### src/rtl/radix_ctx_pkg.sv
package radix_ctx_pkg;

   typedef enum logic [1:0] {
      ACC_FETCH = 2'd0,
      ACC_LOAD  = 2'd1,
      ACC_STORE = 2'd2,
      ACC_RSVD  = 2'd3
   } acc_e;

   typedef enum logic [1:0] {
      FC_NONE     = 2'd0,
      FC_INSN_SEG = 2'd1,
      FC_DATA_SEG = 2'd2
   } fclass_e;

   typedef struct packed {
      logic legal;
      logic lpid_from_reg;
      logic pid_from_reg;
   } qsel_t;

   localparam logic [2:0] PERM_ALL  = 3'b111;
   localparam logic [2:0] PERM_NONE = 3'b000;

endpackage

### src/rtl/radix_quad_map.sv
module radix_quad_map
   import radix_ctx_pkg::*;
#(
   parameter int QUAD_W = 2
) (
   input  logic [QUAD_W-1:0] quad_i,
   input  logic              hv_i,
   output qsel_t             sel_o
);
   generate
      if (QUAD_W != 2) begin : g_bad_w
         $error("radix_quad_map: QUAD_W must be 2");
      end
   endgenerate

   always_comb begin
      sel_o = '{legal: 1'b0, lpid_from_reg: 1'b0, pid_from_reg: 1'b0};
      unique case ({hv_i, quad_i})
         3'b1_00: sel_o = '{legal: 1'b1, lpid_from_reg: 1'b0, pid_from_reg: 1'b1};
         3'b1_01: sel_o = '{legal: 1'b1, lpid_from_reg: 1'b1, pid_from_reg: 1'b1};
         3'b1_10: sel_o = '{legal: 1'b1, lpid_from_reg: 1'b1, pid_from_reg: 1'b0};
         3'b1_11: sel_o = '{legal: 1'b1, lpid_from_reg: 1'b0, pid_from_reg: 1'b0};
         3'b0_00: sel_o = '{legal: 1'b1, lpid_from_reg: 1'b1, pid_from_reg: 1'b1};
         3'b0_11: sel_o = '{legal: 1'b1, lpid_from_reg: 1'b1, pid_from_reg: 1'b0};
         default: sel_o = '{legal: 1'b0, lpid_from_reg: 1'b0, pid_from_reg: 1'b0};
      endcase
   end
endmodule

### src/rtl/radix_seg_check.sv
module radix_seg_check #(
   parameter int EA_W   = 64,
   parameter int RSV_LO = 52,
   parameter int RSV_W  = 10
) (
   input  logic [EA_W-1:0] ea_i,
   output logic            rsv_bad_o
);
   generate
      if (RSV_LO + RSV_W > EA_W) begin : g_bad_range
         $error("radix_seg_check: reserved field exceeds address width");
      end
      if (RSV_W > 0) begin : g_check
         assign rsv_bad_o = |ea_i[RSV_LO +: RSV_W];
      end else begin : g_nocheck
         assign rsv_bad_o = 1'b0;
      end
   endgenerate
endmodule

### src/rtl/radix_realmode.sv
module radix_realmode #(
   parameter int EA_W   = 64,
   parameter int CLR_W  = 4,
   parameter bit RMO_EN = 1'b1
) (
   input  logic [EA_W-1:0] ea_i,
   input  logic [EA_W-1:0] rmo_i,
   output logic [EA_W-1:0] raddr_o
);
   localparam int KEEP_W = EA_W - CLR_W;

   logic [EA_W-1:0] masked;

   generate
      if (CLR_W <= 0 || CLR_W >= EA_W) begin : g_bad_clr
         $error("radix_realmode: CLR_W out of range");
      end
   endgenerate

   assign masked = {{CLR_W{1'b0}}, ea_i[KEEP_W-1:0]};

   generate
      if (RMO_EN) begin : g_rmo
         assign raddr_o = ea_i[EA_W-1] ? masked : (masked | rmo_i);
      end else begin : g_normo
         assign raddr_o = masked;
      end
   endgenerate
endmodule

### src/rtl/radix_fault_class.sv
module radix_fault_class
   import radix_ctx_pkg::*;
#(
   parameter int EA_W = 64
) (
   input  logic [1:0]      acc_i,
   input  logic [EA_W-1:0] ea_i,
   output logic [1:0]      class_o,
   output logic [EA_W-1:0] addr_o
);
   always_comb begin
      if (acc_e'(acc_i) == ACC_FETCH) begin
         class_o = FC_INSN_SEG;
         addr_o  = '0;
      end else begin
         class_o = FC_DATA_SEG;
         addr_o  = ea_i;
      end
   end
endmodule

### src/rtl/radix_ctx_decoder.sv
module radix_ctx_decoder
   import radix_ctx_pkg::*;
#(
   parameter int EA_W   = 64,
   parameter int LPID_W = 12,
   parameter int PID_W  = 20,
   parameter int QUAD_W = 2,
   parameter int RSV_W  = 10,
   parameter int CLR_W  = 4,
   parameter bit RMO_EN = 1'b1
) (
   input  logic              clk,
   input  logic              rst_n,
   input  logic              req_i,
   input  logic [EA_W-1:0]   ea_i,
   input  logic              hv_i,
   input  logic              reloc_i,
   input  logic [1:0]        acc_i,
   input  logic [LPID_W-1:0] lpid_reg_i,
   input  logic [PID_W-1:0]  pid_reg_i,
   input  logic [EA_W-1:0]   rmo_reg_i,
   output logic              done_o,
   output logic              valid_o,
   output logic              bypass_o,
   output logic [LPID_W-1:0] lpid_o,
   output logic [PID_W-1:0]  pid_o,
   output logic [EA_W-1:0]   real_addr_o,
   output logic [2:0]        perm_o,
   output logic              fault_o,
   output logic [1:0]        fault_class_o,
   output logic [EA_W-1:0]   fault_addr_o
);
   localparam int QUAD_LO = EA_W - QUAD_W;
   localparam int RSV_LO  = QUAD_LO - RSV_W;

   generate
      if (RSV_LO < 0) begin : g_bad_layout
         $error("radix_ctx_decoder: quadrant and reserved fields exceed EA_W");
      end
   endgenerate

   qsel_t            qsel;
   logic             rsv_bad;
   logic [EA_W-1:0]  rm_addr;
   logic [1:0]       fc_raw;
   logic [EA_W-1:0]  fa_raw;

   radix_quad_map #(.QUAD_W(QUAD_W)) u_quad (
      .quad_i (ea_i[EA_W-1:QUAD_LO]),
      .hv_i   (hv_i),
      .sel_o  (qsel)
   );

   radix_seg_check #(.EA_W(EA_W), .RSV_LO(RSV_LO), .RSV_W(RSV_W)) u_seg (
      .ea_i      (ea_i),
      .rsv_bad_o (rsv_bad)
   );

   radix_realmode #(.EA_W(EA_W), .CLR_W(CLR_W), .RMO_EN(RMO_EN)) u_rm (
      .ea_i    (ea_i),
      .rmo_i   (rmo_reg_i),
      .raddr_o (rm_addr)
   );

   radix_fault_class #(.EA_W(EA_W)) u_fc (
      .acc_i   (acc_i),
      .ea_i    (ea_i),
      .class_o (fc_raw),
      .addr_o  (fa_raw)
   );

   logic              bypass_n, fault_n, valid_n;
   logic [LPID_W-1:0] lpid_n;
   logic [PID_W-1:0]  pid_n;
   logic [EA_W-1:0]   real_n, faddr_n;
   logic [2:0]        perm_n;
   logic [1:0]        fclass_n;

   always_comb begin
      bypass_n = hv_i & ~reloc_i;
      fault_n  = ~bypass_n & (rsv_bad | ~qsel.legal);
      valid_n  = ~fault_n;
      lpid_n   = (!bypass_n && !fault_n && qsel.lpid_from_reg) ? lpid_reg_i : '0;
      pid_n    = (!bypass_n && !fault_n && qsel.pid_from_reg)  ? pid_reg_i  : '0;
      real_n   = bypass_n ? rm_addr : '0;
      perm_n   = bypass_n ? PERM_ALL : PERM_NONE;
      fclass_n = fault_n ? fc_raw : FC_NONE;
      faddr_n  = fault_n ? fa_raw : '0;
   end

   always_ff @(posedge clk or negedge rst_n) begin
      if (!rst_n) begin
         done_o        <= 1'b0;
         valid_o       <= 1'b0;
         bypass_o      <= 1'b0;
         lpid_o        <= '0;
         pid_o         <= '0;
         real_addr_o   <= '0;
         perm_o        <= '0;
         fault_o       <= 1'b0;
         fault_class_o <= '0;
         fault_addr_o  <= '0;
      end else begin
         done_o <= req_i;
         if (req_i) begin
            valid_o       <= valid_n;
            bypass_o      <= bypass_n;
            lpid_o        <= lpid_n;
            pid_o         <= pid_n;
            real_addr_o   <= real_n;
            perm_o        <= perm_n;
            fault_o       <= fault_n;
            fault_class_o <= fclass_n;
            fault_addr_o  <= faddr_n;
         end
      end
   end
endmodule

### config.mk
export PLATFORM = sky130hd
export DESIGN_NAME = radix_ctx_decoder
export DESIGN_NICKNAME = d
export VERILOG_FILES = /design/src/rtl/radix_ctx_pkg.sv /design/src/rtl/radix_quad_map.sv /design/src/rtl/radix_seg_check.sv /design/src/rtl/radix_realmode.sv /design/src/rtl/radix_fault_class.sv /design/src/rtl/radix_ctx_decoder.sv
export SDC_FILE = /design/constraint.sdc
export NUM_CORES = 1
export LEC_CHECK = 0
export BUFFER_PORTS_ARGS = -buffer_cell sky130_fd_sc_hd__buf_2
export CAP_MARGIN = 30
export CORE_AREA = 2 2 130 132
export CTS_CLUSTER_DIAMETER = 120
export DETAILED_ROUTE_END_ITERATION = 8
export DIE_AREA = 0 0 132 134
export PLACE_DENSITY_LB_ADDON = 0.3
export SLEW_MARGIN = 20
export SYNTH_ARGS = -nofsm -noshare
export SYNTH_HDL_FRONTEND = slang
export SYNTH_SLANG_ARGS = --single-unit
### constraint.sdc
create_clock -name clk -period 0.8 [get_ports clk]
set_input_delay 0.04 -clock clk [delete_from_list [all_inputs] [get_ports clk]]
set_output_delay 0.04 -clock clk [all_outputs]
set_load 0.05 [all_outputs]
# == Word level (Yosys, flattened, before mapping) ==
# Index checks and enable logic that the tools add are counted.
# W data, S select, Z words.
# totals
ff_bits,169
latchBits,0
ram_bits,0
rom_bits,0
out_inout_bits,169
mem_count,0
# op_classes
n_addsub,0
n_mul,0
div,0
n_lt_le_gt_ge,0
eq_ne,5
shifts,0
muxes,10
n_bitwise,8
n_reduce_logical,10
# op_table
operator,n
$mux W64,4
$or A60 B64 Y64,1
$mux W20,1
$eq A3 B3 Y1 const B,4
$mux W12,1
$pmux W3 S4,1
$reduce_or A10 Y1,1
$mux W2,2
$not A1 Y1,4
$reduce_or A2 Y1,2
$eq A3 B2 Y1 const B,1
$logic_and A1 B1 Y1,3
$logic_not A3 Y1,1
$mux W3,1
$and A1 B1 Y1,2
$logic_not A1 Y1,2
$logic_not A2 Y1,1
$or A1 B1 Y1,1

# == Depth between registers and ports, before layout ==
# Gate-level depths: netlist (run 1).
# logic_depth
word_depth,10
mapped_depth,6
ltp_nobuf,3

# == Modules after synthesis ==
# Synthesis (run 1) repeated with hierarchy kept, for this count alone.
# unflattened
hier_cells,693
area_unflattened_um2,8309.2
# by_module_without_submodules
mod,n_inst,cells_each,area_each_um2
radix_ctx_decoder,1,533,7104.3
radix_fault_class,1,80,596.8
radix_realmode,1,71,556.8
radix_quad_map,1,5,30.0
radix_seg_check,1,4,21.3

# == Least setup slack after synthesis (run 1) ==
# OpenSTA, ideal clock, no wires.
# synth_path
path_type,input port to flip-flop
startpoint,input ea_i[61]
endpoint,register fault_addr_o[26]
t_arrival_ns,1.084
path_slack_ns,-0.406
stages,5
cell_sequence,nor4_4 > o2111ai_1 > buf_2 > buf_6 > a32o_1
# synth_between
elab_chain_len,4
# synth_lines
item,line_no,source
start: declaration,radix_ctx_decoder.sv:15,"input logic [EA_W-1:0] ea_i,"
$reduce_or A10 Y1,radix_seg_check.sv:14,assign rsv_bad_o = |ea_i[RSV_LO +: RSV_W];
$or A1 B1 Y1,radix_ctx_decoder.sv:81,fault_n = ~bypass_n & (rsv_bad | ~qsel.legal);
$and A1 B1 Y1,radix_ctx_decoder.sv:81,
$mux W64,radix_ctx_decoder.sv:88,faddr_n = fault_n ? fa_raw : '0;
end signal: assignment,radix_ctx_decoder.sv:114,fault_addr_o <= faddr_n;
end: declaration,radix_ctx_decoder.sv:31,output logic [EA_W-1:0] fault_addr_o
# No other way between the ends.
# A chain may end at the register's enable or synchronous reset.

# == Worst setup path after layout (run 1) ==
# layout_path
startpoint,register pid_o[4]
endpoint,output pid_o[4]
# layout_rtl
item,line_no,source
start: declaration,radix_ctx_decoder.sv:26,"output logic [PID_W-1:0] pid_o,"
start signal: assignment,radix_ctx_decoder.sv:109,pid_o <= pid_n;
# No word-level cell between the ends.

==> metrics.yaml, run 1 <==
drc_errors: 0
floorplan.io_pins: 336
drt-total-wl_um: 38500
cts_htree_levels: 4
synth_top_family_by_area: "compound AO/OA/AOI/OAI gates"
synth_most_common_cell: "sky130_fd_sc_hd__dfrtp_1"
die-area_mm2: 0.0177
cell_breakdown_of_the_critical_path: "buf_6"
simple_gate_share_of_the_synthesized_area: 0.0339
yosys.area.top_type_share: 0.636
globalplace.congestion: 0.817
post_synth_fa_ha_maj_area_fraction: 0
cap_viol_max_count: 0
yosys.cell_types.count: 31
internal_power_mw: 17.2
firstDrtPassIters: 7
detail-route-antenna-nets: 0
yosysSeqAreaShare: 0.636
rsz0062_at_grt: "yes"
layoutNonFillerInstCount: 1427
synth_warnings: 0
critPathArrivalTime_ns: 1.08
synth-edff-count: 0
finalCriticalPeriod_ns: 1.12
whs_ns: 0.0319
path_class: "flip-flop to output pin"
timing.clock.skew_ns: 0
drt_iter0_drc: 767
tightest_slew_ns: 0.382
dr_total_vias: 8390
worst-path-buf-inv: 1
clock_sink_count: 166
placed_cells: 1067
final_util: 0.901
power_total_mw: 25.7
timing.slew.headroom: 0.743
row_count: 47
ffs_latches_synth: 166
status: "complete, but fails checks"
switching_share: 0.332
post_synth_main_area_contributors: "sky130_fd_sc_hd__dfrtp_1, sky130_fd_sc_hd__o2bb2ai_1, sky130_fd_sc_hd__a32o_1"
synth_commonest_cells: "sky130_fd_sc_hd__dfrtp_1, sky130_fd_sc_hd__o2bb2ai_1, sky130_fd_sc_hd__a21oi_1"
synth_compound_gate_area_share: 0.277
clock-root-buffer: "sky130_fd_sc_hd__clkbuf_16"
die_h_um: 134
routedWlPerCell_um: 27.0
timing.final.ws_setup_ns: -0.322
vias_in_the_first_global_route: 8597
timing_max_transition_violations_final: 0
cp_max_fo: 2
clock_latency_late_sink_ns: 0.42
vdd_ir_drop_max_v: 0.00176
antenna_violations_before_repair: 6
path_clk_slew_ns: 0.07
die_x_um: 132
netlist.top_cell.by_area: "sky130_fd_sc_hd__dfrtp_1"
nets: 1355
slowest_stage: "sky130_fd_sc_hd__dfrtp_1"
initial_utilization: 0.401
timing.critical_path.required_ns: 0.76
synth_ff_type: "sky130_fd_sc_hd__dfrtp_1"
hold_class: "primary input to asynchronous set/reset pin"
proportion_of_register_bits_with_asynchronous_set_or_reset_after_synthesis: 1.00
post_synth_xor_area_fraction: 0.00134
timing.critical_path.max_delay_family: "flip-flops"
synth.cell_area_mm2: 0.00653
max_clock_freq_mhz: 891
power.share.combinational: 0.291
dp_worst_setup_slack_ns: -0.611
drt-vias-per-instance: 5.88
power_density_mw_per_mm2: 1750
syn-instance-count: 515
power.switching_mw: 8.54
setup_viol_count_final: 291
global_route.usage.total: 0.363
power.clock.fraction: 0.342
timing_hold_violations_final: 0
cp-start-kind: "flip-flop"
layout-drive-gt1-share: 0.594
grt_overflow: 0
timing.critical_path.slowest_cell_delay_ns: 0.45
timing.final.crit_share: 1.40
yosys-mux-area-fraction: 0.00153
cts_tree: "done"
seq_power_share: 0.367
syn_avg_cell_area_um2: 12.7
dp_hpwl_um: 14700
grt_max_degree: 55
failed_checks: "setup timing"
port-buffer-count: 335
numCtsBuffers: 17
synth.net_count: 682
core-area_mm2: 0.0163
cts.path.max_buffers: 2
p_leak_nw: 7.01
category_of_the_worst_setup_path_capture_point: "output pin"
wire_length_of_the_first_global_routing_pass_um: 49100
flow.area_growth_from_synthesis_pct: 125
## per-layer routing
metal / wire, µm / track usage / share of wire
met5: 0 / 0 / 0
met4: 3480 / 0.245 / 0.090
met3: 2850 / 0.0684 / 0.074
met2: 19300 / 0.653 / 0.50
met1: 12800 / 0.389 / 0.33
## flip-flops by register name (all words and copies together) (netlist names)
register / flops
fault_o: 1
lpid_o: 12
pid_o: 20
perm_o: 1
fault_class_o: 2
real_addr_o: 64
done_o: 1
valid_o: 1
fault_addr_o: 64
## path summary, 6_finish.rpt
| path | from | endpoint | slack [ns] | cells past startpoint |
|---|---|---|---|---|
| setup / recovery | pid_o[4] | pid_o[4] | -0.32 | 1 |
| hold / removal | rst_n | real_addr_o[55] | 0.03 | 2 |
| setup reg to reg | fault_addr_o[8] | fault_addr_o[8] | -0.24 | 3 |
| hold reg to reg | real_addr_o[0] | real_addr_o[0] | 0.51 | 1 |
| max in group asynchronous | rst_n | lpid_o[11] | 0.20 | 3 |
| min in group clk | ea_i[57] | real_addr_o[57] | 0.03 | 4 |
## cell type report
type / instances / area (µm²)
Timing Repair Buffer: 707 / 6460
Sequential cell: 166 / 4180
Multi-Input combinational cell: 272 / 3050
Fill cell: 587 / 1610
Clock buffer: 23 / 488
Tap cell: 220 / 275
Clock inverter: 9 / 118
Inverter: 24 / 97.6
Antenna cell: 6 / 15.0
## kinds of logic (layout without fill, tap and decap cells)
| group | after synthesis | in the layout |
|---|---|---|
| AO/OA/AOI/OAI | 227 | 227 |
| XOR/XNOR | 1 | 1 |
| other | 0 | 6 |
| buffers and inverters | 77 | 763 |
| flip-flops | 166 | 166 |
| AND/OR/NAND/NOR | 43 | 43 |
| multiplexers | 1 | 1 |
## cells in the final DEF (no fill, tap or decap), drive strengths merged
cell         synthesis  routed
nand3                1       1
clkinvlp             0       2
buf                 16     549
a21oi               60      60
nor2b                2       2
a31o                 1       1
and2                 1       1
inv                 23      25
mux2i                1       1
a41o                 1       1
nor2                 4       4
a32o                54      54
a31oi                1       1
nand2               28      28
clkbuf              37      23
o21ai                1       1
o2111ai              2       2
o31ai               12      12
xnor2                1       1
nand2b               2       2
nor4                 2       2
diode                0       6
or2                  1       1
nor4b                1       1
bufinv               0       2
clkinv               1       4
nor3b                1       1
dfrtp              166     166
dlygate4sd3          0     158
o2bb2ai             84      84
a22o                11      11
## metrics by stage
stage / TNS (ns) / cell area [µm²]
global route: -64.96 / 14700
CTS: -49.22 / 13800
detailed placement: -72.98 / 9310
floorplan: -27.75 / 7200
global placement: -70.07 / 9310
finish: -59.84 / 14700
## power groups by stage
| stage | clock network, mW | registers (mW) | logic [mW] |
|---|---|---|---|
| 6_report | 8.79 | 9.44 | 7.50 |
| 4_1_cts | 8.47 | 9.34 | 6.60 |
| 3_3_place_gp | 0 | 9.39 | 4.79 |
| 3_5_place_dp | 0 | 9.40 | 4.83 |
| 5_1_grt | 9.20 | 9.47 | 7.71 |
| 2_1_floorplan | 0 | 11.3 | 1.22 |
## repair_timing
action | CTS | global route
pin swaps | 39 | 13
buffers inserted | 86 | 80
endpoints found under the setup margin | 259 | 271
endpoints found under the hold margin | 323 | 0
gates resized for setup | 411 | 67
hold buffers | 158 | 0
cloned | 10 | 1
Note: power is estimated with default switching activity, not from simulation.
==> run 2, diff against run 1 <==
Settings changed: CTS_BUF_LIST from default to sky130_fd_sc_hd__clkbuf_16.
==> run 2 against run 1 <==
The flow still finishes with violations (setup timing). Via count decreased by 0.14%. Critical path depth is 3 higher. Total power shrank 2.1%. Count of clock-buffer cells in the layout shrank 6.
==> metrics.yaml, run 2 (same netlist as run 1, synthesis figures left out) <==
critPathArrivalTime_ns: 1.49
cts.path.max_buffers: 2
clock_sink_count: 166
initial_utilization: 0.401
grt_overflow: 0
clock_latency_late_sink_ns: 0.42
cp_max_fo: 2
p_leak_nw: 7.00
placed_cells: 1067
timing.final.ws_setup_ns: -0.404
timing_max_transition_violations_final: 0
cell_breakdown_of_the_critical_path: "dlygate4sd3_1 -> buf_2 -> a21oi_1 -> o2bb2ai_4"
die_x_um: 132
layout-drive-gt1-share: 0.590
power_density_mw_per_mm2: 1720
setup_viol_count_final: 293
global_route.usage.total: 0.357
dp_worst_setup_slack_ns: -0.611
timing.final.crit_share: 1.51
status: "complete, but fails checks"
multi_input_area_mm2: 0.00301
cp-start-kind: "primary input"
die_h_um: 134
globalplace.congestion: 0.817
clock-root-buffer: "sky130_fd_sc_hd__clkbuf_16"
regToRegSetupSlack_ns: -0.23
timing_hold_violations_final: 0
timing.slew.headroom: 0.459
drt-total-wl_um: 37900
layoutNonFillerInstCount: 1430
power_total_mw: 25.2
drt_iter0_drc: 715
timing.critical_path.max_delay_family: "compound AO/OA/AOI/OAI gates"
core-area_mm2: 0.0163
path_class: "primary input to flip-flop"
routedWlPerCell_um: 26.5
dp_hpwl_um: 14700
dr_total_vias: 8378
max_clock_freq_mhz: 830
numCtsBuffers: 17
most-common-layout-cells: "sky130_fd_sc_hd__buf_6, sky130_fd_sc_hd__buf_2, sky130_fd_sc_hd__dlygate4sd3_1"
worst-path-buf-inv: 2
vias_in_the_first_global_route: 8501
flow.area_growth_from_synthesis_pct: 124
wire_length_of_the_first_global_routing_pass_um: 48200
rsz0062_at_grt: "yes"
cts_htree_levels: 4
path_clk_slew_ns: 0.07
timing.clock.skew_ns: 0
port-buffer-count: 335
totalNegativeSetupSlack_ns: -55.88
final_util: 0.897
whs_ns: 0.0389
cap_viol_max_count: 0
firstDrtPassIters: 5
cts_tree: "done"
fillerInstances: 604
grt_max_degree: 55
timing.critical_path.required_ns: 1.08
vdd_ir_drop_max_v: 0.00169
failed_checks: "setup timing"
drt-vias-per-instance: 5.86
tightest_slew_ns: 0.811
post_dp_cell_area_mm2: 0.00931
row_count: 47
category_of_the_worst_setup_path_capture_point: "flip-flop"
commonest_non_fill_non_tap_cell_in_the_layout: "sky130_fd_sc_hd__buf_6"
antenna_violations_before_repair: 7
slowest_stage: "sky130_fd_sc_hd__a21oi_1"
register_area_mm2: 0.00418
hold_class: "primary input to asynchronous set/reset pin"
fin_area_mm2: 0.0146
nets: 1357
die-area_mm2: 0.0177
floorplan.io_pins: 336
largest_registers: "fault_addr_o: 64 flops, real_addr_o: 64 flops, pid_o: 20 flops"
detail-route-antenna-nets: 0
finalCriticalPeriod_ns: 1.20
drc_errors: 0
timing.critical_path.slowest_cell_delay_ns: 0.64
==> run 2: cell count changes in the layout (fill, tap and decap cells not counted), moves of 3 or more <==
cell	previous run	this run
sky130_fd_sc_hd__clkinv_1	0	4
sky130_fd_sc_hd__buf_4	158	155
sky130_fd_sc_hd__nand2_2	4	1
sky130_fd_sc_hd__clkbuf_8	4	0
sky130_fd_sc_hd__nand2_1	24	27
sky130_fd_sc_hd__buf_6	197	203
==> run 2: final cells by class <==
class / instances / share of cell area
flip-flops and latches: 166 / 0.286
repair buffers: 709 / 0.443
multi-input cells: 272 / 0.206
clock inverters: 15 / 0.00959
inverters: 24 / 0.00668
well taps: 220 / 0.0188
clock buffers: 17 / 0.0291
diodes: 7 / 0.00120
==> run 2: path summary, 6_finish.rpt <==
check                                  from               end  cells after the start
max                                ea_i[17]   real_addr_o[17]                      4
min                                   rst_n  fault_addr_o[58]                      2
max reg2reg                fault_addr_o[11]  fault_addr_o[11]                      3
min reg2reg                  real_addr_o[0]    real_addr_o[0]                      1
max in group asynchronous             rst_n  fault_class_o[0]                      3
min in group clk                   ea_i[57]   real_addr_o[57]                      4
==> run 2: power by group <==
part,switching (mW),leakage [nW],internal (mW)
registers,0.501,2.18,8.93
logic,4.22,4.54,3.31
clock network,3.65,0.277,4.57
==> run 2: timing repair <==
item,in CTS,in global routing
endpoints found under the hold margin,323,0
resized for setup,413,71
endpoints found under the setup margin,259,273
pin swaps,39,15
hold buffers,158,0
setup buffers,87,83
cloned,10,1
==> run 2: metal layers <==
metal | GRT usage | vias to the layer above | wire (µm)
met5 | 0 | - | 0
met2 | 0.642 | 673 | 18800
met3 | 0.0760 | 270 | 3200
met4 | 0.236 | 0 | 3760
met1 | 0.378 | 4108 | 12200
li1 | - | 3327 | -
